--- src/rtl/sysctl_pkg.sv ---
package sysctl_pkg;
  localparam int unsigned GPR_AW  = 4;  // fixed by the encoding
  localparam int unsigned BANK_AW = 3;

  typedef enum logic [2:0] {
    OP_UNDEF, OP_SETS, OP_SETT, OP_SLEEP, OP_MOVE, OP_STORE, OP_TRAP
  } op_e;

  typedef enum logic [3:0] {
    SRC_SR, SRC_GBR, SRC_VBR, SRC_SSR, SRC_SPC, SRC_SGR,
    SRC_DBR, SRC_MACH, SRC_MACL, SRC_PR, SRC_BANK
  } src_e;

  typedef struct packed {
    op_e  op;
    src_e src;
    logic priv;
  } dec_t;
endpackage

--- src/rtl/sysctl_decode.sv ---
module sysctl_decode
  import sysctl_pkg::*;
(
  input  logic [15:0] instr_i,
  output dec_t        dec_o
);
  // control-register selector group (xxxx0010 / xxxx0011)
  function automatic dec_t grp_ctl(input logic [3:0] s);
    dec_t d;
    d = '{op: OP_MOVE, src: SRC_SR, priv: 1'b1};
    if (s[3])                d.src = SRC_BANK;
    else case (s[2:0])
      3'd0: d.src = SRC_SR;
      3'd1: begin d.src = SRC_GBR; d.priv = 1'b0; end
      3'd2: d.src = SRC_VBR;
      3'd3: d.src = SRC_SSR;
      3'd4: d.src = SRC_SPC;
      default: d.op = OP_UNDEF;
    endcase
    return d;
  endfunction

  // system-register selector group (xxxx1010 / 0100..xxxx0010)
  function automatic dec_t grp_sys(input logic [3:0] s);
    dec_t d;
    d = '{op: OP_MOVE, src: SRC_MACH, priv: 1'b0};
    case (s)
      4'h0: d.src = SRC_MACH;
      4'h1: d.src = SRC_MACL;
      4'h2: d.src = SRC_PR;
      4'h3: begin d.src = SRC_SGR; d.priv = 1'b1; end
      4'hF: begin d.src = SRC_DBR; d.priv = 1'b1; end
      default: d.op = OP_UNDEF;
    endcase
    return d;
  endfunction

  logic [3:0] hi, sub, lo;
  assign hi  = instr_i[15:12];
  assign sub = instr_i[7:4];
  assign lo  = instr_i[3:0];

  always_comb begin
    dec_o = '{op: OP_UNDEF, src: SRC_SR, priv: 1'b0};
    if (instr_i == 16'h0058)      dec_o.op = OP_SETS;
    else if (instr_i == 16'h0018) dec_o.op = OP_SETT;
    else if (instr_i == 16'h001B) begin dec_o.op = OP_SLEEP; dec_o.priv = 1'b1; end
    else if (instr_i[15:8] == 8'hC3) dec_o.op = OP_TRAP;
    else if (hi == 4'h0 && lo == 4'h2) dec_o = grp_ctl(sub);
    else if (hi == 4'h0 && lo == 4'hA) dec_o = grp_sys(sub);
    else if (hi == 4'h4 && lo == 4'h3) begin
      dec_o = grp_ctl(sub);
      if (dec_o.op == OP_MOVE) dec_o.op = OP_STORE;
    end
    else if (hi == 4'h4 && lo == 4'h2) begin
      dec_o = grp_sys(sub);
      if (dec_o.op == OP_MOVE) dec_o.op = OP_STORE;
    end
    if (dec_o.op == OP_UNDEF) dec_o.priv = 1'b0;
  end
endmodule

--- src/rtl/sysctl_srcmux.sv ---
module sysctl_srcmux
  import sysctl_pkg::*;
#(
  parameter int unsigned XLEN = 32
) (
  input  src_e            src_i,
  input  logic [XLEN-1:0] sr_i,
  input  logic [XLEN-1:0] gbr_i,
  input  logic [XLEN-1:0] vbr_i,
  input  logic [XLEN-1:0] ssr_i,
  input  logic [XLEN-1:0] spc_i,
  input  logic [XLEN-1:0] sgr_i,
  input  logic [XLEN-1:0] dbr_i,
  input  logic [XLEN-1:0] mach_i,
  input  logic [XLEN-1:0] macl_i,
  input  logic [XLEN-1:0] pr_i,
  input  logic [XLEN-1:0] bank_i,
  output logic [XLEN-1:0] data_o
);
  always_comb begin
    unique case (src_i)
      SRC_SR:   data_o = sr_i;
      SRC_GBR:  data_o = gbr_i;
      SRC_VBR:  data_o = vbr_i;
      SRC_SSR:  data_o = ssr_i;
      SRC_SPC:  data_o = spc_i;
      SRC_SGR:  data_o = sgr_i;
      SRC_DBR:  data_o = dbr_i;
      SRC_MACH: data_o = mach_i;
      SRC_MACL: data_o = macl_i;
      SRC_PR:   data_o = pr_i;
      SRC_BANK: data_o = bank_i;
      default:  data_o = '0;
    endcase
  end
endmodule

--- src/rtl/sysctl_exec.sv ---
module sysctl_exec
  import sysctl_pkg::*;
#(
  parameter int unsigned XLEN        = 32,
  parameter int unsigned WORD_BYTES  = 4,
  parameter int unsigned TRAP_CODE   = 32'h160,
  parameter int unsigned TRAP_OFFSET = 32'h100,
  parameter int unsigned T_BIT       = 1,
  parameter int unsigned S_BIT       = 0
) (
  input  logic               clk_i,
  input  logic               rst_ni,
  input  logic               valid_i,
  input  logic [15:0]        instr_i,
  input  logic               priv_i,
  output logic [GPR_AW-1:0]  gpr_raddr_o,
  input  logic [XLEN-1:0]    gpr_rdata_i,
  output logic [BANK_AW-1:0] bank_raddr_o,
  input  logic [XLEN-1:0]    bank_rdata_i,
  input  logic [XLEN-1:0]    sr_i,
  input  logic [XLEN-1:0]    gbr_i,
  input  logic [XLEN-1:0]    vbr_i,
  input  logic [XLEN-1:0]    ssr_i,
  input  logic [XLEN-1:0]    spc_i,
  input  logic [XLEN-1:0]    sgr_i,
  input  logic [XLEN-1:0]    dbr_i,
  input  logic [XLEN-1:0]    mach_i,
  input  logic [XLEN-1:0]    macl_i,
  input  logic [XLEN-1:0]    pr_i,
  input  logic [XLEN-1:0]    pc_i,
  output logic               rf_we_o,
  output logic [GPR_AW-1:0]  rf_waddr_o,
  output logic [XLEN-1:0]    rf_wdata_o,
  output logic               mem_we_o,
  output logic [XLEN-1:0]    mem_addr_o,
  output logic [XLEN-1:0]    mem_wdata_o,
  output logic               sr_we_o,
  output logic [XLEN-1:0]    sr_wdata_o,
  output logic               ssr_we_o,
  output logic [XLEN-1:0]    ssr_wdata_o,
  output logic               spc_we_o,
  output logic [XLEN-1:0]    spc_wdata_o,
  output logic               tra_we_o,
  output logic [XLEN-1:0]    tra_wdata_o,
  output logic               expevt_we_o,
  output logic [XLEN-1:0]    expevt_wdata_o,
  output logic               pc_we_o,
  output logic [XLEN-1:0]    pc_wdata_o,
  output logic               sleep_req_o,
  output logic               illegal_o,
  output logic               undef_o
);
  localparam logic [XLEN-1:0] STEP   = XLEN'(WORD_BYTES);
  localparam logic [XLEN-1:0] T_MASK = XLEN'(1) << T_BIT;
  localparam logic [XLEN-1:0] S_MASK = XLEN'(1) << S_BIT;

  dec_t            dec;
  logic [XLEN-1:0] src_data, dec_addr;
  logic            user_fault, exec;

  sysctl_decode i_decode (.instr_i(instr_i), .dec_o(dec));

  sysctl_srcmux #(.XLEN(XLEN)) i_srcmux (
    .src_i(dec.src), .sr_i(sr_i), .gbr_i(gbr_i), .vbr_i(vbr_i), .ssr_i(ssr_i),
    .spc_i(spc_i), .sgr_i(sgr_i), .dbr_i(dbr_i), .mach_i(mach_i),
    .macl_i(macl_i), .pr_i(pr_i), .bank_i(bank_rdata_i), .data_o(src_data)
  );

  assign gpr_raddr_o  = instr_i[11:8];
  assign bank_raddr_o = instr_i[6:4];
  assign dec_addr     = gpr_rdata_i - STEP;
  assign user_fault   = dec.priv && !priv_i;
  assign exec         = valid_i && dec.op != OP_UNDEF && !user_fault;

  always_ff @(posedge clk_i or negedge rst_ni) begin
    if (!rst_ni) begin
      rf_we_o <= 1'b0; mem_we_o <= 1'b0; sr_we_o <= 1'b0; ssr_we_o <= 1'b0;
      spc_we_o <= 1'b0; tra_we_o <= 1'b0; expevt_we_o <= 1'b0; pc_we_o <= 1'b0;
      sleep_req_o <= 1'b0; illegal_o <= 1'b0; undef_o <= 1'b0;
      rf_waddr_o <= '0; rf_wdata_o <= '0; mem_addr_o <= '0; mem_wdata_o <= '0;
      sr_wdata_o <= '0; ssr_wdata_o <= '0; spc_wdata_o <= '0; tra_wdata_o <= '0;
      expevt_wdata_o <= '0; pc_wdata_o <= '0;
    end else begin
      undef_o     <= valid_i && dec.op == OP_UNDEF;
      illegal_o   <= valid_i && dec.op != OP_UNDEF && user_fault;
      rf_we_o     <= exec && (dec.op == OP_MOVE || dec.op == OP_STORE);
      mem_we_o    <= exec && dec.op == OP_STORE;
      sr_we_o     <= exec && (dec.op == OP_SETS || dec.op == OP_SETT);
      sleep_req_o <= exec && dec.op == OP_SLEEP;
      ssr_we_o    <= exec && dec.op == OP_TRAP;
      spc_we_o    <= exec && dec.op == OP_TRAP;
      tra_we_o    <= exec && dec.op == OP_TRAP;
      expevt_we_o <= exec && dec.op == OP_TRAP;
      pc_we_o     <= exec && dec.op == OP_TRAP;
      // data lanes are free-running; meaningful only under their strobe
      rf_waddr_o     <= instr_i[11:8];
      rf_wdata_o     <= (dec.op == OP_STORE) ? dec_addr : src_data;
      mem_addr_o     <= dec_addr;
      mem_wdata_o    <= src_data;
      sr_wdata_o     <= sr_i | ((dec.op == OP_SETT) ? T_MASK : S_MASK);
      ssr_wdata_o    <= sr_i;
      spc_wdata_o    <= pc_i + XLEN'(2);
      tra_wdata_o    <= XLEN'({instr_i[7:0], 2'b00});
      expevt_wdata_o <= XLEN'(TRAP_CODE);
      pc_wdata_o     <= vbr_i + XLEN'(TRAP_OFFSET);
    end
  end

  logic any_effect;
  assign any_effect = rf_we_o || mem_we_o || sr_we_o || ssr_we_o || spc_we_o ||
                      tra_we_o || expevt_we_o || pc_we_o || sleep_req_o;

  AST_STORE_PAIR: assert property (@(posedge clk_i) disable iff (!rst_ni)
    mem_we_o |-> rf_we_o && rf_wdata_o == mem_addr_o);
  AST_STORE_STEP: assert property (@(posedge clk_i) disable iff (!rst_ni)
    mem_we_o |-> mem_addr_o == $past(gpr_rdata_i) - STEP);
  AST_TRAP_ALL: assert property (@(posedge clk_i) disable iff (!rst_ni)
    pc_we_o |-> spc_we_o && ssr_we_o && tra_we_o && expevt_we_o);
  AST_TRAP_VEC: assert property (@(posedge clk_i) disable iff (!rst_ni)
    pc_we_o |-> pc_wdata_o == $past(vbr_i) + XLEN'(TRAP_OFFSET));
  AST_FLAG_ONE_BIT: assert property (@(posedge clk_i) disable iff (!rst_ni)
    sr_we_o |-> $countones(sr_wdata_o ^ $past(sr_i)) <= 1);
  AST_USER_FAULT: assert property (@(posedge clk_i) disable iff (!rst_ni)
    illegal_o |-> !$past(priv_i) && !any_effect);
  AST_UNDEF_QUIET: assert property (@(posedge clk_i) disable iff (!rst_ni)
    undef_o |-> !any_effect && !illegal_o);
  AST_IDLE: assert property (@(posedge clk_i) disable iff (!rst_ni)
    !$past(valid_i) |-> !any_effect && !illegal_o && !undef_o);
endmodule

--- config.mk ---
export PLATFORM = sky130hd
export DESIGN_NAME = sysctl_exec
export DESIGN_NICKNAME = d
export VERILOG_FILES = /design/src/rtl/sysctl_pkg.sv /design/src/rtl/sysctl_decode.sv /design/src/rtl/sysctl_srcmux.sv /design/src/rtl/sysctl_exec.sv
export SDC_FILE = /design/constraint.sdc
export NUM_CORES = 1
export LEC_CHECK = 0
export BUFFER_PORTS_ARGS = -buffer_cell sky130_fd_sc_hd__clkbuf_2
export CAP_MARGIN = 40
export CORE_AREA = 4 4 287 289
export DETAILED_ROUTE_END_ITERATION = 7
export DIE_AREA = 0 0 291 293
export PLACE_DENSITY = 0.4
export SYNTH_ARGS = -nofsm -noshare
export SYNTH_HDL_FRONTEND = slang
export SYNTH_SLANG_ARGS = --single-unit
--- constraint.sdc ---
create_clock -name clk_i -period 0.8 [get_ports clk_i]
set_input_delay 0.08 -clock clk_i [delete_from_list [all_inputs] [get_ports clk_i]]
set_output_delay 0.08 -clock clk_i [all_outputs]
set_load 0.01 [all_outputs]
== Word-level counts from Yosys, hierarchy flattened ==
Cells that the tools add are included.
Word-level totals
  logic and storage cells: 125
  input port bits: 436
  memories: 0
  memory bits (writable): 0
  latch bits: 0
  flip-flop bits (word level): 244
  bits in read-only memories: 0
Cells by class
  eq/ne operators: 34
  divide/modulo/power cells: 0
  $add $sub $neg: 3
  reductions and logical operators: 27
  shifts and indexed selects: 0
  bitwise operators: 1
  multiplexer cells: 43
  magnitude comparators: 0
  multiply operators: 0
Operators by type and width (number)
  case mux 32 bit (11 select lines): 1
  two-way mux 3 bit: 24
  adder 32 x 2 -> 32 bit (second input constant): 1
  adder 32 x 9 -> 32 bit (second input constant): 1
  == test 16 x 5 -> 1 bit (second input constant): 2
  two-way mux 32 bit: 1
  two-way mux 8 bit: 4
  bitwise OR 32 x 2 -> 32 bit: 1
  subtractor 32 x 3 -> 32 bit (second input constant): 1
  == test 4 x 2 -> 1 bit (second input constant): 6
  == test 4 x 3 -> 1 bit (second input constant): 5
  == test 4 bit (second input constant): 5
  == test 3 bit (second input constant): 6
  == test 16 x 7 -> 1 bit (second input constant): 1
  case mux 4 bit (4 select lines): 1
  two-way mux 5 bit: 3
  logical AND 1 bit: 14
  == test 3 x 2 -> 1 bit (second input constant): 4
  zero test 4 bit: 3
  case mux 3 bit (4 select lines): 1
  OR reduction 5 bit: 2
  == test 4 x 1 -> 1 bit (second input constant): 2
  == test 8 bit (second input constant): 1
  two-way mux 4 bit: 2
  8 further kinds: 16

== Depth between registers and ports, before layout ==
  depth in word-level cells: 27
  depth in mapped cells: 10
  mapped depth without buffers: 8

== Cells and area by module ==
A second synthesis with hierarchy kept.
Unflattened totals
  cell total of the unflattened synthesis: 1067
  area total of the unflattened synthesis: 11549.8 µm²
Modules (own cells, without submodules)
  sysctl_exec: cells each 618, area an instance 8104.0 µm², instances 1
  sysctl_srcmux: cells each 380, area an instance 2984.1 µm², instances 1
  sysctl_decode: cells each 69, area an instance 461.7 µm², instances 1

== Least setup slack after synthesis ==
Ideal clock, no wire load.
  kind: input-to-reg
  from: input port gpr_rdata_i[2]
  to: register rf_wdata_o[26]
  data arrival time: 2.059 ns
  setup time: 0.125 ns
  stages: 8
  slack: -1.384 ns
  cell sequence: inv_1 -> ha_1 -> or4b_1 -> nor3_1 -> nand2b_4 -> or4_4 -> xnor2_2 -> mux2_2
On the way
  cells in the longest elaborated chain, start to end: 2
RTL lines
  start: declaration: line sysctl_exec.sv:17  | input logic [XLEN-1:0] gpr_rdata_i,
  subtractor 32 x 3 -> 32 bit: line sysctl_exec.sv:71  | assign dec_addr = gpr_rdata_i - STEP;
  via dec_addr[26]: line sysctl_exec.sv:58  | logic [XLEN-1:0] src_data, dec_addr;
  two-way mux 32 bit: line sysctl_exec.sv:97  | rf_wdata_o <= (dec.op == OP_STORE) ? dec_addr : src_data;
  end signal: assignment: line sysctl_exec.sv:97
  end: declaration: line sysctl_exec.sv:33  | output logic [XLEN-1:0] rf_wdata_o,
The timed path passes the listed nets, and every way through them passes these cells.

== Final worst setup path ==
  from: input port instr_i[5]
  to: register rf_wdata_o[17]
On the way
  elaborated cells on any way between the ends: 66
RTL lines
  start: declaration: line sysctl_exec.sv:14  | input logic [15:0] instr_i,
  == test 4 bit, or another cell as far along: line sysctl_decode.sv:27  | case (s)
  case mux 4 bit (4 select lines) or case mux 3 bit (4 select lines) (tied branches): line sysctl_decode.sv:27, sysctl_decode.sv:12
  two-way mux 8 bit or two-way mux 4 bit (tied branches): line sysctl_decode.sv:55, sysctl_decode.sv:11
  two-way mux 8 bit: line sysctl_decode.sv:51  | else if (hi == 4'h4 && lo == 4'h3) begin
  two-way mux 8 bit: line sysctl_decode.sv:50  | else if (hi == 4'h0 && lo == 4'hA) dec_o = grp_sys(sub);
  two-way mux 8 bit: line sysctl_decode.sv:49  | else if (hi == 4'h0 && lo == 4'h2) dec_o = grp_ctl(sub);
  two-way mux 5 bit: line sysctl_decode.sv:48  | else if (instr_i[15:8] == 8'hC3) dec_o.op = OP_TRAP;
  two-way mux 4 bit: line sysctl_decode.sv:47  | else if (instr_i == 16'h001B) begin dec_o.op = OP_SLEEP; dec_o.priv = 1'b1; end
  two-way mux 5 bit: line sysctl_decode.sv:46  | else if (instr_i == 16'h0018) dec_o.op = OP_SETT;
  two-way mux 5 bit *: line sysctl_decode.sv:45  | if (instr_i == 16'h0058) dec_o.op = OP_SETS;
  == test 4 bit, or another cell as far along: line sysctl_srcmux.sv:21  | unique case (src_i)
  case mux 32 bit (11 select lines) *: line sysctl_srcmux.sv:21
  via i_srcmux.data_o[17]: line sysctl_srcmux.sv:18  | output logic [XLEN-1:0] data_o
  two-way mux 32 bit *: line sysctl_exec.sv:97
Mark *: on every way through the listed nets, which the timed path passes. The rest lies on a longest branch. The select of a mux whose other input is x is not followed.

==> metrics.cfg <==
[status]
status = finished, violations left
violations = negative hold slack, negative setup slack

[synth]
synth_top_area_cell = dfrtp_1
synth_adder_area_share = 0.003380
synth_top_family_by_area = compound AO/OA/AOI/OAI gates
synth_xor_area_frac = 0.06445
synth_edf_count = 0
ys_seq_elements = 214
ys.flop_type = dfrtp_1
yosysWarnings = 0
synth_area_leaders = dfrtp_1, buf_4, a22oi_1
syn-mean-instance-area_um2 = 10.49
yosys.area_share.simple = 0.1545
async_flop_share = 1.000
synth.cell_area_mm2 = 0.01110
ys_types = 69
synth_compound_area_frac = 0.1661
synth_sequential_area_ratio = 0.4823
syn-instance-count = 1059
synth_top_area_frac = 0.4823
synth.area.mux_share = 0.03290

[setup_path]
path_class = input pin to register
cp_num_buf_inv = 3
crit_chain = clkbuf_16, or2_4, a2111o_1, a21o_4, buf_4, a222oi_1, nand4_1, buf_6, mux2_4
worstSetupStartpointType = input pin
critPathTopFamily = compound AO/OA/AOI/OAI gates
critPathMaxFanout = 4
cp_num_cells = 9
endpoint_kind = register
crit_slowest_cell = a222oi_1
critPathRequiredTime_ns = 1.28
arrival_ns = 2.50
slowest_delay_ns = 0.51

[power_and_ir_drop]
swShare = 0.2997
clockPowerShare = 0.405
power_frac_comb = 0.247
power_frac_seq = 0.348
p_sw_mw = 10.14
p_leak_nw = 11.53
power.density_mw_per_mm2 = 1396
peakVddDrop_uv = 1475
internal-power_mw = 23.69
p_total_mw = 33.83

[timing]
hold_viol = 73
setup_viol = 396
relSlewSlack = 0.4670
fin_crit_sh = 2.516
period_needed_ns = 2.013
slew_violations = 0
hold_slack_ns = -0.2599
worst_pin_slew_ns = 0.7995
rsz0062_at_grt = true
fmax_ghz = 0.4969
timing.final.ws_setup_ns = -1.213

[die]
num_rows = 104
die_h_um = 293
die_area_mm2 = 0.08526
core-area_mm2 = 0.07990
ios = 746
fp.dieW_um = 291
initial_core_util = 0.1390

[layout]
area_growth_pct = 118.2
postLayoutCellArea_mm2 = 0.02423
multi_input_area_mm2 = 0.006586
fin_util = 0.3033
final_nets = 2724
seq_area_mm2 = 0.005360
nFillCells = 8386
drive_gt1_frac = 0.6336

[placement]
dp_hpwl_um = 75620
place_congestion = 0.9011
preCtsSetupSlack_ns = -2.058
placed_cell_area_mm2 = 0.01881
io_buffers = 692

[cts]
cts_tree = done
clk_pin_slew_ns = 0.06
root_buffer = clkbuf_16
cts_sinks = 214
numCtsBuffers = 28
cts_max_level = 1
clockBufferDepth = 3

[detailed_routing]
drtPass1Iterations = 5
ant_nets = 0
drt_wl_total_um = 90210
drc = 0
post_drt_wl_per_cell_um = 26.79
vias = 13990
viasPerCell = 4.154
drt-initial-drc-count = 704

[global_routing]
grt_util_all_layers = 0.2002
overflow = 0
first_global_vias = 15230
antenna_found_initial = 12
grt_pass1_wl_um = 121400
grt_max_degree = 55

[hold_path]
min_path_type = input pin to register
hold_depth = 3

[run]
drv_cap = 0

[worst min-delay path, delay by kind of cell]
kind,cells,cell delay [ns]
buf+inv,1,0.07
compound gates,1,0.07
simple gates,1,0.07
[worst paths after layout]
path,start,to,slack (ns)
setup / recovery,instr_i[5],rf_wdata_o[17]$_DFF_PN0_,-1.21
hold / removal,pr_i[19],mem_wdata_o[19]$_DFF_PN0_,-0.26
max in group asynchronous,rst_ni,mem_wdata_o[21]$_DFF_PN0_,-0.02
min in group asynchronous,rst_ni,spc_wdata_o[21]$_DFF_PN0_,0.01
[cell usage after synthesis, drive strengths merged, types with 5 or more instances]
| library cell | n |
|---|---|
| nor4 | 15 |
| buf | 118 |
| nand3b | 5 |
| a21o | 6 |
| xor2 | 34 |
| or3 | 5 |
| mux2i | 5 |
| a22oi | 52 |
| a32oi | 10 |
| xnor2 | 46 |
| and3 | 15 |
| dfrtp | 214 |
| or4 | 10 |
| o21ai | 28 |
| nor2 | 57 |
| nand4 | 19 |
| or2 | 5 |
| inv | 14 |
| nor3 | 34 |
| a32o | 5 |
| a222oi | 30 |
| and4 | 7 |
| a221oi | 8 |
| a31oi | 13 |
| o211ai | 5 |
| mux2 | 28 |
| nand2 | 73 |
| a211oi | 5 |
| a22o | 39 |
| clkbuf | 40 |
| nand3 | 39 |
| nand2b | 8 |
| a21oi | 9 |
| nor2b | 8 |
[state kept, by name, summed over array words and instances, names as in the netlist]
register	count
rf_wdata_o	32
sr_wdata_o	3
undef_o	1
rf_we_o	1
illegal_o	1
sleep_req_o	1
tra_wdata_o	8
rf_waddr_o	4
pc_we_o	1
expevt_wdata_o	1
sr_we_o	1
ssr_wdata_o	31
mem_wdata_o	32
mem_we_o	1
spc_wdata_o	32
mem_addr_o	32
pc_wdata_o	32
[power by group through the flow]
stage | clock network (mW) | logic [mW] | registers [mW]
final | 13.7 | 8.36 | 11.8
after CTS | 14.2 | 7.91 | 11.7
after detailed placement | 0 | 6.65 | 11.9
after global placement | 0 | 6.66 | 11.9
after floorplan | 0 | 1.92 | 12.1
after global routing | 14.6 | 8.88 | 11.8
[metrics by stage]
stage	cells	hold WS (ns)	setup TNS, ns
3_5_place_dp	3081	0.01957	-170.77
5_1_grt	3366	-0.2749	-215.17
6_report	3368	-0.2599	-197.25
4_1_cts	3329	-0.3162	-208.47
2_1_floorplan	1111	-0.2156	-102.25
3_3_place_gp	3077	0.02375	-170.72
[layer usage]
layer,routed length (um),up-vias,part of all wire,global-route usage
li1,-,6247,-,-
met1,38390,7043,0.43,0.2553
met2,45240,592,0.50,0.3603
met3,4898,96,0.054,0.03568
met4,1600,12,0.018,0.03127
met5,75,-,0.00083,0
[cell families after synthesis]
family / count (synthesis)
xor gates and xnor gates: 80
DFF: 214
other: 2
AOI/OAI and AO/OA: 235
adders and majority gates: 3
buffers and inverters: 173
muxes: 33
and+or+nand+nor: 319
[cells in the final DEF (no fill, tap or decap), types with 8 or more instances in the layout]
master and n:
nand4_1 19, a31oi_1 10, buf_2 8, nor2_1 35, buf_4 330, a222oi_1 30, inv_1 9, and3_1 9
or4_4 9, nor3_1 12, buf_8 20, xnor2_1 31, o21ai_1 9, nand3_2 9, xnor2_2 9, buf_12 33
nand3_1 23, nand2_1 53, conb_1 54, dfrtp_1 210, a22oi_2 13, xor2_2 11, mux2_4 22, clkinv_2 8
xor2_1 21, nor3_4 15, clkbuf_16 32, clkbuf_2 595, a22o_1 37, nor2_4 13, clkbuf_8 11, nor2_2 9
nand2_2 10, a22oi_1 39, dlygate4sd3_1 148, buf_6 149, nor4_4 10, o21ai_0 15
[layout make-up]
| class | instances | area share |
|---|---|---|
| Inverter | 15 | 0.003150 |
| Timing Repair Buffer | 1302 | 0.4085 |
| Tap cell | 1060 | 0.05473 |
| Antenna cell | 2 | 0.0002065 |
| Multi-Input combinational cell | 724 | 0.2718 |
| Clock inverter | 17 | 0.009346 |
| Sequential cell | 214 | 0.2212 |
| Clock buffer | 34 | 0.03108 |
[repair_timing]
| item | 4_1_cts | 5_1_grt |
|---|---|---|
| gates resized for setup | 260 | 355 |
| hold buffers | 148 | 16 |
| buffers inserted | 59 | 40 |
| pin swaps | 76 | 89 |
| hold endpoints to repair | 422 | 100 |
| endpoints found under the setup margin | 366 | 399 |
| gates cloned | 0 | 1 |
No activity file was read; power rests on OpenSTA's default activity.
